==> config.mk <==
export PLATFORM = sky130hd
export DESIGN_NAME = vid_geom_check
export DESIGN_NICKNAME = d
export VERILOG_FILES = /design/src/rtl/vgc_pkg.sv /design/src/rtl/vgc_keep_count.sv /design/src/rtl/vgc_frame_track.sv /design/src/rtl/vgc_line_track.sv /design/src/rtl/vgc_err_regs.sv /design/src/rtl/vid_geom_check.sv
export SDC_FILE = /design/constraint.sdc
export NUM_CORES = 1
export LEC_CHECK = 0
export ABC_AREA = 1
export BUFFER_PORTS_ARGS = -buffer_cell sky130_fd_sc_hd__buf_4
export CORE_UTILIZATION = 35
export DETAILED_ROUTE_END_ITERATION = 7
export PLACE_DENSITY_LB_ADDON = 0.05
export SYNTH_ARGS = -nofsm -noshare
export SYNTH_HDL_FRONTEND = slang
export SYNTH_SLANG_ARGS = --single-unit
==> constraint.sdc <==
create_clock -name clk -period 3.82 [get_ports clk]
set_input_delay 0.382 -clock clk [delete_from_list [all_inputs] [get_ports clk]]
set_output_delay 0.382 -clock clk [all_outputs]
set_load 0.05 [all_outputs]
==> src/rtl/vgc_pkg.sv <==
// Shared constants for the video frame geometry checker.
// Assumes: flag bit positions are fixed and visible to software.
package vgc_pkg;
    localparam int FLAG_W       = 4;
    localparam int HSIZE_W      = 16;
    localparam int VSIZE_W      = 13;
    localparam int B_SOF_EARLY  = 0;
    localparam int B_EOL_EARLY  = 1;
    localparam int B_SOF_LATE   = 2;
    localparam int B_EOL_LATE   = 3;
    typedef logic [FLAG_W-1:0] flag_vec_t;
endpackage

==> src/rtl/vgc_keep_count.sv <==
// Counts the set byte enables of one beat.
// Assumes: any keep pattern is legal; the count is purely combinational.
module vgc_keep_count #(
    parameter int KEEP_W = 4,
    localparam int CNT_W = $clog2(KEEP_W + 1)
) (
    input  logic [KEEP_W-1:0] keep,
    output logic [CNT_W-1:0]  nbytes
);
    logic [CNT_W-1:0] psum [0:KEEP_W];

    // Ripple of partial sums, one adder per byte lane.
    assign psum[0] = '0;
    for (genvar i = 0; i < KEEP_W; i++) begin : g_lane
        assign psum[i+1] = psum[i] + CNT_W'(keep[i]);
    end
    assign nbytes = psum[KEEP_W];
endmodule

==> src/rtl/vgc_frame_track.sv <==
// Tracks frame membership and completed lines; detects early and late frame starts.
// Assumes: beat already includes the run qualifier; arm clears the tracking state.
module vgc_frame_track #(
    parameter int VSIZE_W = 13
) (
    input  logic               clk,
    input  logic               rst_n,
    input  logic               arm,
    input  logic               beat,
    input  logic               sof,
    input  logic               last,
    input  logic [VSIZE_W-1:0] vsize,
    output logic               track,
    output logic               sof_early,
    output logic               sof_late
);
    logic               in_frame_q;
    logic [VSIZE_W-1:0] lcnt_q;
    logic [VSIZE_W-1:0] base_l;
    logic               full;

    // Line count seen by this beat: a frame start restarts it.
    always_comb begin
        base_l    = sof ? '0 : lcnt_q;
        full      = (base_l >= vsize);
        track     = beat & (in_frame_q | sof);
        sof_early = beat & sof & in_frame_q & (lcnt_q < vsize);
        sof_late  = track & last & full;
    end

    // Frame membership and completed-line counter.
    always_ff @(posedge clk) begin
        if (!rst_n || arm) begin
            in_frame_q <= 1'b0;
            lcnt_q     <= '0;
        end else if (track) begin
            in_frame_q <= 1'b1;
            lcnt_q     <= (last && !full) ? base_l + 1'b1 : base_l;
        end
    end
endmodule

==> src/rtl/vgc_line_track.sv <==
// Accumulates bytes of the current line and detects short and long lines.
// Assumes: track is high only for accepted beats inside a frame.
module vgc_line_track #(
    parameter int HSIZE_W = 16,
    parameter int CNT_W   = 3,
    localparam int BC_W   = HSIZE_W + 1
) (
    input  logic               clk,
    input  logic               rst_n,
    input  logic               arm,
    input  logic               track,
    input  logic               sof,
    input  logic               last,
    input  logic [CNT_W-1:0]   nbytes,
    input  logic [HSIZE_W-1:0] hsize,
    output logic               eol_early,
    output logic               eol_late
);
    logic [BC_W-1:0] bcnt_q;
    logic [BC_W-1:0] base_b;
    logic [BC_W:0]   sum_full;
    logic [BC_W-1:0] sum_sat;
    logic [BC_W-1:0] hs;

    // Byte total including this beat, saturated to the counter width.
    always_comb begin
        base_b    = sof ? '0 : bcnt_q;
        sum_full  = {1'b0, base_b} + {{(BC_W + 1 - CNT_W){1'b0}}, nbytes};
        sum_sat   = sum_full[BC_W] ? '1 : sum_full[BC_W-1:0];
        hs        = {1'b0, hsize};
        eol_early = track & last & (sum_sat < hs);
        eol_late  = track & (last ? (sum_sat > hs) : (sum_sat >= hs));
    end

    // Running byte count of the open line.
    always_ff @(posedge clk) begin
        if (!rst_n || arm) begin
            bcnt_q <= '0;
        end else if (track) begin
            bcnt_q <= last ? '0 : sum_sat;
        end
    end
endmodule

==> src/rtl/vgc_err_regs.sv <==
// Sticky error flags with write-one-to-clear, masking and the recoverable internal error.
// Assumes: a set and a clear in the same cycle resolve in favour of the set.
module vgc_err_regs
    import vgc_pkg::*;
(
    input  logic            clk,
    input  logic            rst_n,
    input  flag_vec_t       set,
    input  logic [4:0]      clr,
    input  flag_vec_t       mask,
    output flag_vec_t       flags,
    output logic            size_err,
    output logic            irq
);
    flag_vec_t flags_q;
    logic      size_q;

    // Flag and recoverable-error state.
    always_ff @(posedge clk) begin
        if (!rst_n) begin
            flags_q <= '0;
            size_q  <= 1'b0;
        end else begin
            flags_q <= (flags_q & ~clr[FLAG_W-1:0]) | set;
            size_q  <= (size_q & ~clr[4]) | set[B_SOF_EARLY] | set[B_SOF_LATE];
        end
    end

    assign flags    = flags_q;
    assign size_err = size_q;
    assign irq      = |(flags_q & ~mask);
endmodule

==> src/rtl/vid_geom_check.sv <==
// Video frame geometry checker top: captures geometry on start, qualifies beats,
// and collects line and frame mismatches into sticky flags and an interrupt.
// Assumes: start does not coincide with an accepted beat; reset is synchronous.
module vid_geom_check
    import vgc_pkg::*;
#(
    parameter int KEEP_W = 4,
    localparam int CNT_W = $clog2(KEEP_W + 1)
) (
    input  logic               clk,
    input  logic               rst_n,
    input  logic               start,
    input  logic [HSIZE_W-1:0] cfg_hsize,
    input  logic [VSIZE_W-1:0] cfg_vsize,
    input  logic [FLAG_W-1:0]  err_mask,
    input  logic [4:0]         err_clr,
    input  logic               s_valid,
    input  logic               s_ready,
    input  logic               s_user,
    input  logic               s_last,
    input  logic [KEEP_W-1:0]  s_keep,
    output logic [FLAG_W-1:0]  err_flags,
    output logic               int_err,
    output logic               run,
    output logic               irq
);
    logic [HSIZE_W-1:0] hsize_q;
    logic [VSIZE_W-1:0] vsize_q;
    logic               run_q;
    logic               fatal_q;
    logic               zero_cfg, go, arm, beat, track;
    logic               sof_early, sof_late, eol_early, eol_late, size_err;
    logic [CNT_W-1:0]   nbytes;
    flag_vec_t          set_vec;

    // Start decode and beat qualification.
    always_comb begin
        zero_cfg = (cfg_hsize == '0) || (cfg_vsize == '0);
        go       = start & ~fatal_q;
        arm      = go & ~zero_cfg;
        beat     = s_valid & s_ready & run_q;
    end

    // Geometry capture, run state and the fatal configuration error.
    always_ff @(posedge clk) begin
        if (!rst_n) begin
            hsize_q <= '0;
            vsize_q <= '0;
            run_q   <= 1'b0;
            fatal_q <= 1'b0;
        end else if (go) begin
            if (zero_cfg) begin
                fatal_q <= 1'b1;
                run_q   <= 1'b0;
            end else begin
                hsize_q <= cfg_hsize;
                vsize_q <= cfg_vsize;
                run_q   <= 1'b1;
            end
        end
    end

    vgc_keep_count #(.KEEP_W(KEEP_W)) u_keep (
        .keep   (s_keep),
        .nbytes (nbytes)
    );

    vgc_frame_track #(.VSIZE_W(VSIZE_W)) u_frame (
        .clk       (clk),
        .rst_n     (rst_n),
        .arm       (arm),
        .beat      (beat),
        .sof       (s_user),
        .last      (s_last),
        .vsize     (vsize_q),
        .track     (track),
        .sof_early (sof_early),
        .sof_late  (sof_late)
    );

    vgc_line_track #(.HSIZE_W(HSIZE_W), .CNT_W(CNT_W)) u_line (
        .clk       (clk),
        .rst_n     (rst_n),
        .arm       (arm),
        .track     (track),
        .sof       (s_user),
        .last      (s_last),
        .nbytes    (nbytes),
        .hsize     (hsize_q),
        .eol_early (eol_early),
        .eol_late  (eol_late)
    );

    // Gather the four detections into their flag positions.
    always_comb begin
        set_vec              = '0;
        set_vec[B_SOF_EARLY] = sof_early;
        set_vec[B_EOL_EARLY] = eol_early;
        set_vec[B_SOF_LATE]  = sof_late;
        set_vec[B_EOL_LATE]  = eol_late;
    end

    vgc_err_regs u_err (
        .clk      (clk),
        .rst_n    (rst_n),
        .set      (set_vec),
        .clr      (err_clr),
        .mask     (err_mask),
        .flags    (err_flags),
        .size_err (size_err),
        .irq      (irq)
    );

    assign run     = run_q;
    assign int_err = fatal_q | size_err;
endmodule

==> run metrics <==
post-synth top area share=between 20% and 30%; internal power=around 1300 uW; Vias per Instance=around 4.8; Yosys reg bits=67; initial core utilization=approximately 36%; Clock Sinks=67; post-route setup TNS=0 ns; Fillers=roughly 1400; Critical Path AT=~3.8 ns; Layout Nets=roughly 850; outcome=finished, final reports clean; max_slew headroom=about 64%; initial antenna violation count=0; area occupied by multi-input gates=between 2000 and 3000 um2; Iteration-0 DRC Markers=165; fraction of registers with async set/reset=0%; Yosys cell types=41; R2R depth=26; total number of vias=between 4000 and 5000; Site Rows=41; clk_skew=about 0.0066 ns; Clock power frac=46.3%; Post-synth EDFFs=0; Area growth syn-to-layout=24.9%; final core occ=between 40% and 50%; GRT Total Usage=between 10% and 20%; Hold Fails Final Rpt=0; Max Fanout on Critical Path=4; critical path class=input port to flop; setup slack after layout=0.194 ns; die height=between 100 and 150 um; HP Class=input port to flop; gpl congestion=around 0.83; combinational power share=between 10 and 15%; pin count of the biggest net entering global routing=59; DP Wirelength=10000 um; core area=12700 um2; PortBufs=55; P_leak=0.00238 uW; commonest non-fill, non-tap cells in the layout=nand2_1, inv_1, a21oi_1; RSZ-0062 raised after global routing=true; area of the die=13700 um2; fin crit period=between 3 and 4 ns; number of diodes=0; cells after synthesis=679; Required @ worst endpoint=just over 4 ns; final antenna-violating net count=0; FMAX=approximately 0.28 GHz; Num CTS Buffers=9; Startpoint Class=input port; Sw Share=between 20% and 30%; sequential element share of the synthesized area=29.0%; H-tree levels=3; max-slew violation count=0; fin area=about 5800 um2; Final period util=94.9%; CP dominant cell by count=nand2_1; Worst-path clk slew=roughly 0.06 ns; CTS tree=built; CTS root buffer=clkbuf_16; YS warnings=0; Post-Syn Area per Cell=between 6 and 7 um2; Slew @ Worst Pin=~0.54 ns; endpoints failing setup=0; slowest CP cell=fa_2; Worst VDD drop=0.304 mV; most common cell after layout, fill and taps aside=nand2_1; top_reg_cell synth=dfxtp_1; die width=~120 um; slowest stage delay, CP=~0.55 ns; sw power=between 400 and 500 uW; pre-CTS setup slack=-0.318 ns; sequential share of power=40.1%; drt wl/cell=roughly 14 um; hold_buf cts=0; number of max-cap violations=0; global-route wire length before repair=about 20000 um; first-pass iteration count of the detailed router=6; Net Count, Synth=between 700 and 800; CTS Buffer Depth=2; Worst-Skew Late Latency=between 0.3 and 0.4 ns; Area after DPL=5350 um2; Detailed Route WL=roughly 13000 um; IO Pins=56; Pwr Density=between 300 and 400 nW/um2; Synth area leaders=dfxtp_1, ha_1, nand2_1, a21oi_1, inv_1; number of global-route vias before repair=roughly 4200; drc violations=0; final hold slack=slightly below 0.3 ns; Post-Syn Area=around 4600 um2; hold path cells=4; FF+latch area=between 1000 and 1500 um2; Synth area leader=dfxtp_1; share of cells above drive strength 1=roughly a fifth; GRT overflow=0; CP Capture Type=flop
metal layers:
metal	GRT usage [%]	share of wire [%]
met1	22.0	43
met2	37.2	53
met3	4.12	2.2
met4	6.16	1.8
met5	0	0
kinds of logic after synthesis:
family          count (synthesis)  synth area share [%]
buf+inv                       115                  9.80
simple gates                  285                  28.3
compound gates                153                  17.4
xor+xnor                       10                  1.90
flops                          67                  29.0
fa+ha+maj                      49                  13.6
stage by stage:
step / total power, uW / cells
floorplan: 878 / 679
CTS: 1830 / 928
detailed placement: 975 / 912
global route: 1900 / 928
finish: 1820 / 928
global placement: 971 / 912
Yosys cell counts, types with 3 or more instances:
| cell | number |
|---|---|
| nand4_1 | 11 |
| nor4_1 | 8 |
| inv_1 | 91 |
| or2_2 | 7 |
| nor2_4 | 5 |
| nand2_1 | 132 |
| nand3_1 | 24 |
| o21ai_0 | 51 |
| or2_0 | 3 |
| nor2_1 | 64 |
| a21oi_1 | 86 |
| dfxtp_1 | 67 |
| inv_2 | 3 |
| ha_1 | 47 |
| clkbuf_1 | 12 |
| nand2_2 | 9 |
| nor2_2 | 7 |
| nor3_1 | 7 |
| xor2_1 | 9 |
| buf_2 | 6 |
path summary, 6_finish.rpt:
check	startpoint	end	slack, ns
setup reg to reg	u_line.bcnt_q[0]	u_err.flags[3]	0.60
hold / removal	err_clr[0]	u_err.flags[0]	0.29
setup / recovery	s_keep[0]	u_err.flags[3]	0.19
hold reg to reg	u_line.bcnt_q[0]	u_line.bcnt_q[0]	0.47
repair_timing:
| action | 4_1_cts | 5_1_grt |
|---|---|---|
| endpoints found under the hold margin | 0 | 0 |
| gates resized for setup | 0 | 19 |
| buffers inserted | 0 | 0 |
| setup endpoints to repair | 0 | 2 |
sequential cells by signal, indices dropped and copies added, names as in the netlist:
name                cells
run                     1
vsize_q                13
u_line.bcnt_q          17
fatal_q                 1
u_err.flags             4
hsize_q                16
u_frame.lcnt_q         13
u_err.size_err          1
u_frame.in_frame_q      1
critical path: cells and delay by family:
kind	cells	cell delay, ns
fa+ha+maj	5	1.46
simple gates	15	1.23
compound gates	3	0.45
buf+inv	4	0.27
power groups by stage:
| stage | Clock (uW) | Sequential (uW) | Combinational [uW] |
|---|---|---|---|
| 2_1_floorplan | 0 | 745 | 133 |
| 3_3_place_gp | 0 | 744 | 227 |
| 3_5_place_dp | 0 | 744 | 230 |
| 4_1_cts | 867 | 729 | 232 |
| 5_1_grt | 893 | 731 | 277 |
| 6_report | 841 | 729 | 246 |
area by class of cell:
class,count,area share (%)
inverter,95,6.22
clock buffer,13,4.34
tap,172,3.73
sequential,67,23.2
multi-input combinational,497,51.1
clock inverter,3,0.824
timing repair buffer,81,10.5
No activity file was read; power rests on OpenSTA's default activity.
